### config.mk
export PLATFORM = sky130hd
export DESIGN_NAME = mcs_ctl_slave
export DESIGN_NICKNAME = d
export VERILOG_FILES = /design/src/rtl/mcs_pkg.sv /design/src/rtl/mcs_sync.sv /design/src/rtl/mcs_framer.sv /design/src/rtl/mcs_stat_tx.sv /design/src/rtl/mcs_ready.sv /design/src/rtl/mcs_ctl_slave.sv
export SDC_FILE = /design/constraint.sdc
export NUM_CORES = 1
export LEC_CHECK = 0
export ABC_AREA = 1
export CAP_MARGIN = 10
export CELL_PAD_IN_SITES_DETAIL_PLACEMENT = 1
export CELL_PAD_IN_SITES_GLOBAL_PLACEMENT = 2
export CORE_MARGIN = 3
export CORE_UTILIZATION = 40
export DETAILED_ROUTE_END_ITERATION = 8
export DONT_BUFFER_PORTS = 1
export GPL_ROUTABILITY_DRIVEN = 0
export HOLD_SLACK_MARGIN = 0.06
export PLACE_DENSITY = 0.91
export SLEW_MARGIN = 30
export SYNTH_ARGS = -nofsm -noshare
export SYNTH_HDL_FRONTEND = slang
export SYNTH_SLANG_ARGS = --single-unit
### constraint.sdc
create_clock -name clk -period 4.6 [get_ports clk]
set_input_delay 0.23 -clock clk [delete_from_list [all_inputs] [get_ports clk]]
set_output_delay 0.23 -clock clk [all_outputs]
set_load 0.1 [all_outputs]
### src/rtl/mcs_pkg.sv
package mcs_pkg;
   typedef enum logic [1:0] {
      MODE_EXT   = 2'b00,
      MODE_ALLOC = 2'b01,
      MODE_SET   = 2'b10,
      MODE_STAT  = 2'b11
   } mode_e;
endpackage

### src/rtl/mcs_sync.sv
module mcs_sync #(
   parameter int W      = 1,
   parameter int STAGES = 2
) (
   input  logic         clk,
   input  logic         rst_n,
   input  logic [W-1:0] d_i,
   output logic [W-1:0] q_o
);
   logic [W-1:0] stage_q [STAGES];

   for (genvar s = 0; s < STAGES; s++) begin : g_stage
      if (s == 0) begin : g_first
         always_ff @(posedge clk or negedge rst_n) begin
            if (!rst_n) stage_q[s] <= '0;
            else        stage_q[s] <= d_i;
         end
      end else begin : g_next
         always_ff @(posedge clk or negedge rst_n) begin
            if (!rst_n) stage_q[s] <= '0;
            else        stage_q[s] <= stage_q[s-1];
         end
      end
   end

   assign q_o = stage_q[STAGES-1];
endmodule

### src/rtl/mcs_framer.sv
module mcs_framer
   import mcs_pkg::*;
#(
   parameter int UNIT_W = 8
) (
   input  logic                  clk,
   input  logic                  rst_n,
   input  logic                  en_rise,
   input  logic                  en_lvl,
   input  logic                  bit_rise,
   input  logic                  din,
   input  mode_e                 mode_in,
   output mode_e                 mode_q,
   output logic                  active_q,
   output logic                  word_v_q,
   output logic [2*UNIT_W-1:0]   word_q
);
   localparam int WORD_W = 2 * UNIT_W;
   localparam int CNT_W  = $clog2(WORD_W + 1);

   logic [CNT_W-1:0]  cnt_q;
   logic [UNIT_W-1:0] sr_q, hi_q, sr_nx;
   logic              done_q;
   logic              is_wr, shift_en;

   assign is_wr    = (mode_q == MODE_EXT) || (mode_q == MODE_SET);
   assign shift_en = active_q & en_lvl & bit_rise & is_wr & ~done_q;
   assign sr_nx    = {din, sr_q[UNIT_W-1:1]};

   always_ff @(posedge clk or negedge rst_n) begin
      if (!rst_n) begin
         mode_q   <= MODE_EXT;
         active_q <= 1'b0;
         word_v_q <= 1'b0;
         word_q   <= '0;
         cnt_q    <= '0;
         sr_q     <= '0;
         hi_q     <= '0;
         done_q   <= 1'b0;
      end else begin
         word_v_q <= 1'b0;
         if (en_rise) begin
            active_q <= 1'b1;
            mode_q   <= mode_in;
            cnt_q    <= '0;
            done_q   <= 1'b0;
         end else if (!en_lvl) begin
            active_q <= 1'b0;
         end else if (shift_en) begin
            sr_q  <= sr_nx;
            cnt_q <= cnt_q + 1'b1;
            if (cnt_q == CNT_W'(UNIT_W - 1)) begin
               hi_q <= sr_nx;
               if (mode_q == MODE_EXT) begin
                  word_v_q <= 1'b1;
                  word_q   <= {{UNIT_W{1'b0}}, sr_nx};
                  done_q   <= 1'b1;
               end
            end
            if (cnt_q == CNT_W'(WORD_W - 1)) begin
               word_v_q <= 1'b1;
               word_q   <= {hi_q, sr_nx};
               done_q   <= 1'b1;
            end
         end
      end
   end
endmodule

### src/rtl/mcs_stat_tx.sv
module mcs_stat_tx #(
   parameter int UNIT_W    = 8,
   parameter int RDY_S_POS = 9,
   parameter int RDY_E_POS = 8
) (
   input  logic                clk,
   input  logic                rst_n,
   input  logic                en_rise,
   input  logic                en_lvl,
   input  logic                bit_rise,
   input  logic                active,
   input  logic                is_stat,
   input  logic [2*UNIT_W-1:0] remote,
   input  logic                rdy_s,
   input  logic                rdy_e,
   output logic                dout,
   output logic                doe
);
   localparam int WORD_W = 2 * UNIT_W;
   localparam logic [WORD_W-1:0] RDY_MASK =
      (WORD_W'(1) << RDY_S_POS) | (WORD_W'(1) << RDY_E_POS);

   logic [WORD_W-1:0] word, stream_q;

   assign word = (remote & ~RDY_MASK)
               | (WORD_W'(rdy_s) << RDY_S_POS)
               | (WORD_W'(rdy_e) << RDY_E_POS);

   always_ff @(posedge clk or negedge rst_n) begin
      if (!rst_n) begin
         stream_q <= '0;
      end else if (en_rise) begin
         stream_q <= {word[UNIT_W-1:0], word[WORD_W-1:UNIT_W]};
      end else if (bit_rise && active && is_stat) begin
         stream_q <= stream_q >> 1;
      end
   end

   assign dout = stream_q[0];
   assign doe  = active & en_lvl & is_stat;
endmodule

### src/rtl/mcs_ready.sv
module mcs_ready #(
   parameter int N = 2
) (
   input  logic         clk,
   input  logic         rst_n,
   input  logic [N-1:0] take_i,
   input  logic [N-1:0] fwd_i,
   output logic [N-1:0] rdy_o
);
   for (genvar i = 0; i < N; i++) begin : g_flag
      always_ff @(posedge clk or negedge rst_n) begin
         if (!rst_n)         rdy_o[i] <= 1'b1;
         else if (take_i[i]) rdy_o[i] <= 1'b0;
         else if (fwd_i[i])  rdy_o[i] <= 1'b1;
      end
   end
endmodule

### src/rtl/mcs_ctl_slave.sv
module mcs_ctl_slave
   import mcs_pkg::*;
#(
   parameter int UNIT_W      = 8,
   parameter int SYNC_STAGES = 2,
   parameter int RDY_S_POS   = 9,
   parameter int RDY_E_POS   = 8
) (
   input  logic                clk,
   input  logic                rst_n,
   input  logic                bus_clk_i,
   input  logic                bus_en_i,
   input  logic [1:0]          bus_mode_i,
   input  logic                bus_din_i,
   output logic                bus_dout_o,
   output logic                bus_doe_o,
   input  logic [2*UNIT_W-1:0] remote_stat_i,
   input  logic                fwd_set_done_i,
   input  logic                fwd_ext_done_i,
   output logic                wr_valid_o,
   output logic [1:0]          wr_mode_o,
   output logic [2*UNIT_W-1:0] wr_data_o
);
   localparam int WORD_W = 2 * UNIT_W;
   localparam int SYN_W  = 5;

   if (UNIT_W < 2) begin : g_bad_unit
      $error("UNIT_W must be at least 2");
   end
   if (SYNC_STAGES < 2) begin : g_bad_sync
      $error("SYNC_STAGES must be at least 2");
   end
   if (RDY_S_POS == RDY_E_POS || RDY_S_POS >= WORD_W || RDY_E_POS >= WORD_W
       || RDY_S_POS < 0 || RDY_E_POS < 0) begin : g_bad_pos
      $error("ready bit positions must differ and fit in the word");
   end

   logic [SYN_W-1:0] syn_q;
   logic             sclk_s, en_s, din_s;
   logic [1:0]       mode_s;
   logic             sclk_prev, en_prev;
   logic             bit_rise, en_rise;

   mcs_sync #(.W(SYN_W), .STAGES(SYNC_STAGES)) u_sync (
      .clk   (clk),
      .rst_n (rst_n),
      .d_i   ({bus_mode_i, bus_din_i, bus_en_i, bus_clk_i}),
      .q_o   (syn_q)
   );

   assign {mode_s, din_s, en_s, sclk_s} = syn_q;

   always_ff @(posedge clk or negedge rst_n) begin
      if (!rst_n) begin
         sclk_prev <= 1'b0;
         en_prev   <= 1'b0;
      end else begin
         sclk_prev <= sclk_s;
         en_prev   <= en_s;
      end
   end

   assign bit_rise = sclk_s & ~sclk_prev;
   assign en_rise  = en_s & ~en_prev;

   mode_e             mode_q;
   logic              active_q, word_v;
   logic [WORD_W-1:0] word;

   mcs_framer #(.UNIT_W(UNIT_W)) u_framer (
      .clk      (clk),
      .rst_n    (rst_n),
      .en_rise  (en_rise),
      .en_lvl   (en_s),
      .bit_rise (bit_rise),
      .din      (din_s),
      .mode_in  (mode_e'(mode_s)),
      .mode_q   (mode_q),
      .active_q (active_q),
      .word_v_q (word_v),
      .word_q   (word)
   );

   logic [1:0] rdy, take;
   logic       rdy_s, rdy_e, accept;

   assign rdy_s  = rdy[0];
   assign rdy_e  = rdy[1];
   assign accept = ((mode_q == MODE_SET) & rdy_s) | ((mode_q == MODE_EXT) & rdy_e);

   assign wr_valid_o = word_v & accept;
   assign wr_mode_o  = mode_q;
   assign wr_data_o  = word;

   assign take = {wr_valid_o & (mode_q == MODE_EXT), wr_valid_o & (mode_q == MODE_SET)};

   mcs_ready #(.N(2)) u_ready (
      .clk    (clk),
      .rst_n  (rst_n),
      .take_i (take),
      .fwd_i  ({fwd_ext_done_i, fwd_set_done_i}),
      .rdy_o  (rdy)
   );

   mcs_stat_tx #(
      .UNIT_W    (UNIT_W),
      .RDY_S_POS (RDY_S_POS),
      .RDY_E_POS (RDY_E_POS)
   ) u_tx (
      .clk      (clk),
      .rst_n    (rst_n),
      .en_rise  (en_rise),
      .en_lvl   (en_s),
      .bit_rise (bit_rise),
      .active   (active_q),
      .is_stat  (mode_q == MODE_STAT),
      .remote   (remote_stat_i),
      .rdy_s    (rdy_s),
      .rdy_e    (rdy_e),
      .dout     (bus_dout_o),
      .doe      (bus_doe_o)
   );
endmodule

==> results of run 1 <==
==> flip-flops by register name, indices dropped and copies added, names as in the netlist <==
register and count:
u_framer.active_q 1, u_framer.sr_q 7, u_sync.q_o 5, u_sync.stage_q 5, u_framer.word_v_q 1, u_framer.done_q 1, u_framer.word_q 16, u_tx.stream_q 16
u_framer.mode_q 2, u_framer.hi_q 8, u_ready.rdy_o 2, sclk_prev 1, en_prev 1, u_framer.cnt_q 5
==> cell families after synthesis <==
group,after synthesis
and+or+nand+nor,201
DFF,71
buffers and inverters,29
AOI/OAI and AO/OA,12
adders and majority gates,2
==> power by group <==
part | internal (mW) | total, mW | switching (mW)
combinational | 0.0331 | 0.0857 | 0.0526
sequential | 0.657 | 0.710 | 0.0527
clock | 0.249 | 0.465 | 0.216
total | 0.939 | 1.26 | 0.321
==> cell type report <==
type,instances,area (um2)
fillers,817,3501
flip-flops and latches,71,1780
repair buffers,24,255.2
clock buffers,14,182.7
inverters,18,67.56
multi-input cells,215,999.7
well taps,96,120.1
==> worst min-delay path by stage <==
| stage | start | to | slack (ps) | cells after the start |
|---|---|---|---|---|
| finish | u_sync.stage_q[7] | u_sync.q_o[2] | 350 | 0 |
| detailed placement | rst_n | u_framer.word_q[15] | -60 | 0 |
| CTS | u_sync.stage_q[9] | u_sync.q_o[4] | 350 | 0 |
| global placement | rst_n | u_framer.word_q[15] | -60 | 0 |
| floorplan | rst_n | en_prev | -70 | 0 |
| global route | u_sync.stage_q[7] | u_sync.q_o[2] | 370 | 0 |
==> synth_stat cells <==
library cell / instances / area share, %
nor2_2: 1 / 0.22
nand2_1: 124 / 16
o211ai_1: 1 / 0.26
inv_2: 3 / 0.39
clkbuf_1: 4 / 0.52
dfstp_2: 2 / 1.8
a21boi_0: 1 / 0.26
nand3_1: 56 / 9.7
nand4_1: 1 / 0.22
nand3_2: 2 / 0.69
o21ai_1: 1 / 0.17
nand2_4: 2 / 0.78
nor3_4: 1 / 0.56
a21oi_1: 1 / 0.17
buf_4: 4 / 1.0
buf_2: 2 / 0.34
buf_6: 1 / 0.39
nor2_4: 3 / 1.2
inv_1: 15 / 1.9
nor3_1: 1 / 0.17
dfrtp_1: 69 / 60
ha_1: 2 / 0.86
o21ai_0: 8 / 1.4
nor2_1: 8 / 1.0
nand2_2: 2 / 0.43
==> repair_timing <==
action	CTS	global route
hold endpoints to repair	92	0
setup endpoints to repair	0	0
hold buffers	23	0
==> routing by layer <==
layer,wire length (um),up-vias
met2,2805,38
met1,2940,1064
met3,288,12
met4,140,0
li1,-,1050
met5,0,-
==> worst max-delay path, delay by kind of cell (launching register included) <==
kind	cells	cell delay, ps
DFF	1	980
and+or+nand+nor	2	950
==> cells in the final DEF, fill, tap and decap left out, drive strengths merged, types with 2 or more instances in the layout <==
| master | netlist | final |
|---|---|---|
| nand3 | 58 | 58 |
| dfstp | 2 | 2 |
| clkbuf | 4 | 14 |
| ha | 2 | 2 |
| nor2 | 12 | 12 |
| inv | 18 | 18 |
| o21ai | 9 | 9 |
| dfrtp | 69 | 69 |
| buf | 7 | 2 |
| nand2 | 128 | 128 |
| dlygate4sd3 | 0 | 22 |
| nor3 | 2 | 2 |
==> flow_metrics.tcl, run 1 <==
set metrics [dict create \
    status "complete, no violations" \
    cts-buffers-inserted 9 \
    synth_compound_area_share_pct 2.242 \
    grtUsageMet3_pct 4.391 \
    die_width_um 91.17 \
    grt_setup_unrepaired "false" \
    synth_cell_types 25 \
    ys_ff_latch 71 \
    grt-ovfl-total 0 \
    place_inst 401 \
    cp-end-kind "output port" \
    die_area_um2 8312 \
    max-slew-margin-rel_pct 35.26 \
    area_growth_syn_to_layout_pct 17.38 \
    ys_seq_area_share_pct 61.32 \
    vias 2164 \
    via_per_inst 4.941 \
    io_buffers 0 \
    num_antenna_cells 0 \
    syn_avg_cell_area_um2 9.211 \
    skew_ps 8.945 \
    rr_worst_depth 5 \
    tns_ps 0 \
    power.density_nw_per_um2 370.0 \
    clk_transition_reported_paths_ps 70 \
    dp_hpwl_um 3876 \
    dr.pass1.iters 4 \
    max_freq_mhz 398.6 \
    grt_pass1_vias 2212 \
    cts.sinks 71 \
    worst_slew_pin_slew_ps 971.2 \
    layoutNonFillerInstCount 438 \
    start_util_pct 42.01 \
    nets 366 \
    grt.met2_usage_pct 23.73 \
    synth_cells 315 \
    period_needed_ps 2509 \
    ant_nets 0 \
    finalHoldViolCount 0 \
    drt_iter0_markers 106 \
    fp.coreArea_um2 6907 \
    crit_type "reg2out" \
    period_share_pct 54.54 \
    grt_pass1_wl_um 11040 \
    worst_path_max_delay_cell "dfrtp_1" \
    synthAdderAreaFrac_pct 0.8624 \
    rows 30 \
    critPathLaunch "u_framer.mode_q[1]" \
    synth_xor_xnor_area_share_pct 0 \
    hold_ws_ps 350.1 \
    crit_path_end "bus_doe_o" \
    avgRoutedWirePerCell_um 14.10 \
    r2r-end "u_tx.stream_q[7]" \
    synth_top_family_by_area "simple AND/OR/NAND/NOR gates" \
    setup_viol_count_final 0 \
    synth.area.mux_share_pct 0 \
    p_leak_nw 1.719 \
    crit_arrival_ps 2280 \
    clk_latency_ps 350 \
    cts_tree "built" \
    path_cells "nand3_1 -> nor2_4" \
    cap_violations 0 \
    dpl-instance-area_um2 2974 \
    utilization_pct 49.31 \
    yosys_warnings 0 \
    r2r_start "u_framer.mode_q[1]" \
    grt_busiest_layer "met2" \
    synth_fp_nets 342 \
    antenna_found_initial 0 \
    syn_area_um2 2902 \
    post-place-ws_ps 2171 \
    fin_area_um2 3406 \
    path_max_fanout 4 \
    post_cts_resized 0 \
    reg2reg_slack_ps 2260 \
    start_kind "flop" \
    required_ps 4370 \
    drc 0 \
    grt_util_met1_pct 23.59 \
    ioPinCount 46 \
    grt_max_degree 72 \
    cts_buffer_depth 2 \
    p_total_mw 1.260 \
    htree_levels 3 \
    drive_above_1_share_pct 9.942 \
    yosys.area_share.simple_pct 30.96 \
    die_y_um 91.17 \
    finalWorstSetupSlack_ps 2091 \
    ir_drop_v 0.0001855 \
    min_path_type "reg2reg" \
    slew_viol_final 0 \
    slowest_delay_ps 980 \
    clock-root-buffer "clkbuf_8" \
    routed_wl_um 6175 \
    track_usage_pct 16.60 \
    post-cts-setup-buffers 0 \
]
No activity file was read; power rests on OpenSTA's default activity.
==> inputs of run 2 (changes only) <==
--- a/config.mk
+++ b/config.mk
@@ -5,17 +5,17 @@
 export SDC_FILE = /design/constraint.sdc
 export NUM_CORES = 1
 export LEC_CHECK = 0
-export ABC_AREA = 1
+export ABC_AREA = 0
 export CAP_MARGIN = 10
 export CELL_PAD_IN_SITES_DETAIL_PLACEMENT = 1
 export CELL_PAD_IN_SITES_GLOBAL_PLACEMENT = 2
 export CORE_MARGIN = 3
-export CORE_UTILIZATION = 40
+export CORE_UTILIZATION = 38
 export DETAILED_ROUTE_END_ITERATION = 8
 export DONT_BUFFER_PORTS = 1
 export GPL_ROUTABILITY_DRIVEN = 0
 export HOLD_SLACK_MARGIN = 0.06
-export PLACE_DENSITY = 0.91
+export PLACE_DENSITY = 0.84
 export SLEW_MARGIN = 30
 export SYNTH_ARGS = -nofsm -noshare
 export SYNTH_HDL_FRONTEND = slang
==> constraint.sdc (replaced) <==
create_clock -name clk -period 2.2 [get_ports clk]
set_input_delay 0.11 -clock clk [delete_from_list [all_inputs] [get_ports clk]]
set_output_delay 0.11 -clock clk [all_outputs]
set_load 0.1 [all_outputs]
==> run 2 against run 1 <==
Combinational power rose to 3.1 times the previous value. Sequential power rose by 100%. Via count is 16% lower. Sequential share of layout area down 1.8 points. Routed wire length is 8.3% lower. Synthesized area fell by 3.7%. Global-route usage decreased by 2.5 points.
==> flow_metrics.tcl, run 2 <==
set metrics [dict create \
    via_per_inst 4.892 \
    grt-ovfl-total 0 \
    tns_ps 0 \
    period_share_pct 88.45 \
    syn_area_um2 2795 \
    top_regs "u_framer.word_q: 16 flops, u_tx.stream_q: 16 flops, u_framer.hi_q: 8 flops" \
    path_max_fanout 10 \
    ioPinCount 46 \
    multi_input_area_um2 932.1 \
    grt_pass1_vias 1933 \
    start_kind "flop" \
    fp.coreArea_um2 6944 \
    die_width_um 91.77 \
    period_needed_ps 1946 \
    yosys_warnings 0 \
    cts.sinks 71 \
    num_antenna_cells 0 \
    power.density_nw_per_um2 787.9 \
    max_freq_mhz 513.9 \
    critPathLaunch "u_framer.cnt_q[0]" \
    swShare_pct 23.87 \
    rows 30 \
    cts-buffers-inserted 9 \
    dr.pass1.iters 4 \
    max-slew-margin-rel_pct 76.72 \
    worst_path_max_delay_cell "dfrtp_1" \
    min-delay-start "bus_mode_i[0]" \
    clk_transition_reported_paths_ps 70 \
    die_area_um2 8421 \
    slew_viol_final 0 \
    internal-power_mw 2.115 \
    routed_wl_um 5664 \
    path_buf_inv 1 \
    grt_setup_unrepaired "false" \
    setup_viol_count_final 0 \
    fin_area_um2 3526 \
    synth_top_area_share_pct 61.77 \
    ys_ff_latch 71 \
    antenna_found_initial 0 \
    cp-end-kind "flop" \
    yosys-top-cells-area "dfrtp_1, mux2i_1, nand2_1" \
    dpl-instance-area_um2 3073 \
    synth_edf_count 0 \
    seqCellArea_um2 1779 \
    crit_top_cell "ha_1" \
    layout_commonest_cell "dfrtp_1" \
    synth_cells 220 \
    die_y_um 91.77 \
    io_buffers 0 \
    cts_buffer_depth 2 \
    area_growth_syn_to_layout_pct 26.14 \
    grt_max_degree 72 \
    yosys.area.top_type "dfrtp_1" \
    start_util_pct 40.25 \
    synth_flop_cell "dfrtp_1" \
    ys_seq_area_share_pct 63.65 \
    ir_drop_v 0.0003835 \
    clock-root-buffer "clkbuf_8" \
    r2r_start "u_framer.cnt_q[0]" \
    grt_pass1_wl_um 9384 \
    synth_cell_types 34 \
    synth_common_cells "dfrtp_1, nand2_1, o21ai_0, mux2i_1, mux2_2" \
    p_switching_mw 0.6632 \
    p_comb_share_pct 9.4 \
    track_usage_pct 14.09 \
    drive_above_1_share_pct 21.74 \
    synth_fp_nets 247 \
    avgRoutedWirePerCell_um 15.23 \
    p_leak_nw 1.664 \
    drt_iter0_markers 65 \
    skew_ps 8.982 \
    drc 0 \
    slowest_delay_ps 410 \
    seq_power_share_pct 51.5 \
    cap_violations 0 \
    htree_levels 3 \
    required_ps 2410 \
    cts_tree "built" \
    finalHoldViolCount 0 \
    min_path_type "in2reg" \
    clk_latency_ps 330 \
    dp_hpwl_um 3716 \
    nets 298 \
    status "complete, no violations" \
    nFillCells 727 \
    crit_arrival_ps 2160 \
    hold_ws_ps 334.9 \
    worst_slew_pin_slew_ps 348.1 \
    syn_avg_cell_area_um2 12.71 \
    critPathTopFamily "adder cells" \
    final_cell_mix "dfrtp_1, nand2_1, buf_4" \
    path_cells "ha_1 -> and3_1 -> ha_1 -> a21oi_1 -> nand2b_1 -> buf_4 -> mux2_1" \
    ant_nets 0 \
    yosysMostFrequentCell "dfrtp_1" \
    crit_type "reg2reg" \
    vias 1820 \
    clockPowerShare_pct 39.1 \
    async_flop_share_pct 100.0 \
]
-- run 2: timing repair --
action	CTS	global route
hold buffers	23	0
endpoints found under the hold margin	92	0
resized for setup	0	0
buffers inserted	0	0
-- run 2: worst paths after layout --
check / slack (ps) / cells past startpoint / endpoint
max: 250 / 7 / u_framer.word_q[2]
min: 330 / 1 / u_sync.stage_q[8]
max reg2reg: 250 / 7 / u_framer.word_q[2]
min reg2reg: 350 / 0 / u_sync.q_o[0]
max in group asynchronous: 1540 / 2 / u_ready.rdy_o[1]
min in group asynchronous: 340 / 2 / u_framer.word_q[0]
-- run 2: layout make-up --
type | instances | area share, %
flip-flops and latches | 71 | 50.46
multi-input cells | 133 | 26.44
repair buffers | 51 | 13.34
clock buffers | 12 | 3.833
well taps | 96 | 3.407
clock inverters | 4 | 1.987
inverters | 5 | 0.5323
-- run 2: cell families after synthesis --
kind of cell	synth area share, %
XOR/XNOR	0.9402
AO/OA/AOI/OAI	8.461
adder cells (fa/ha/maj)	0.8951
multiplexers	12.58
flip-flops	63.65
AND/OR/NAND/NOR	10.25
buffers and inverters	3.223
-- run 2: layer usage --
layer  up-vias  global-route usage (%)  wire (um)
met4         0                   5.569         92
met2        32                   23.07       2822
met3         5                   3.938        218
met5         -                       0          0
li1        872                       -          -
met1       911                   17.68       2531
-- run 2: worst register-to-register path: stages, from the launching register on --
cell and delay (ps):
dfrtp_1 410, ha_1 230, and3_1 150, ha_1 210
a21oi_1 170, nand2b_1 150, buf_4 180, mux2_1 330
-- run 2: through the flow --
stage / util [%] / power [mW] / setup slack, ps / cells
floorplan: - / 1.604 / 2.969 / 220
global placement: 44.25 / 1.647 / 285.2 / 333
detailed placement: 44.25 / 1.659 / 224.5 / 333
CTS: 50.77 / 2.812 / 224.2 / 372
global route: 50.77 / 2.895 / 123.9 / 372
finish: 50.77 / 2.778 / 254.1 / 372
-- run 2: power by group through the flow --
stage | Combinational [mW] | Sequential (mW) | Clock (mW)
floorplan | 0.106 | 1.50 | 0
global placement | 0.196 | 1.45 | 0
detailed placement | 0.202 | 1.46 | 0
CTS | 0.266 | 1.43 | 1.11
global route | 0.289 | 1.44 | 1.17
finish | 0.262 | 1.43 | 1.09
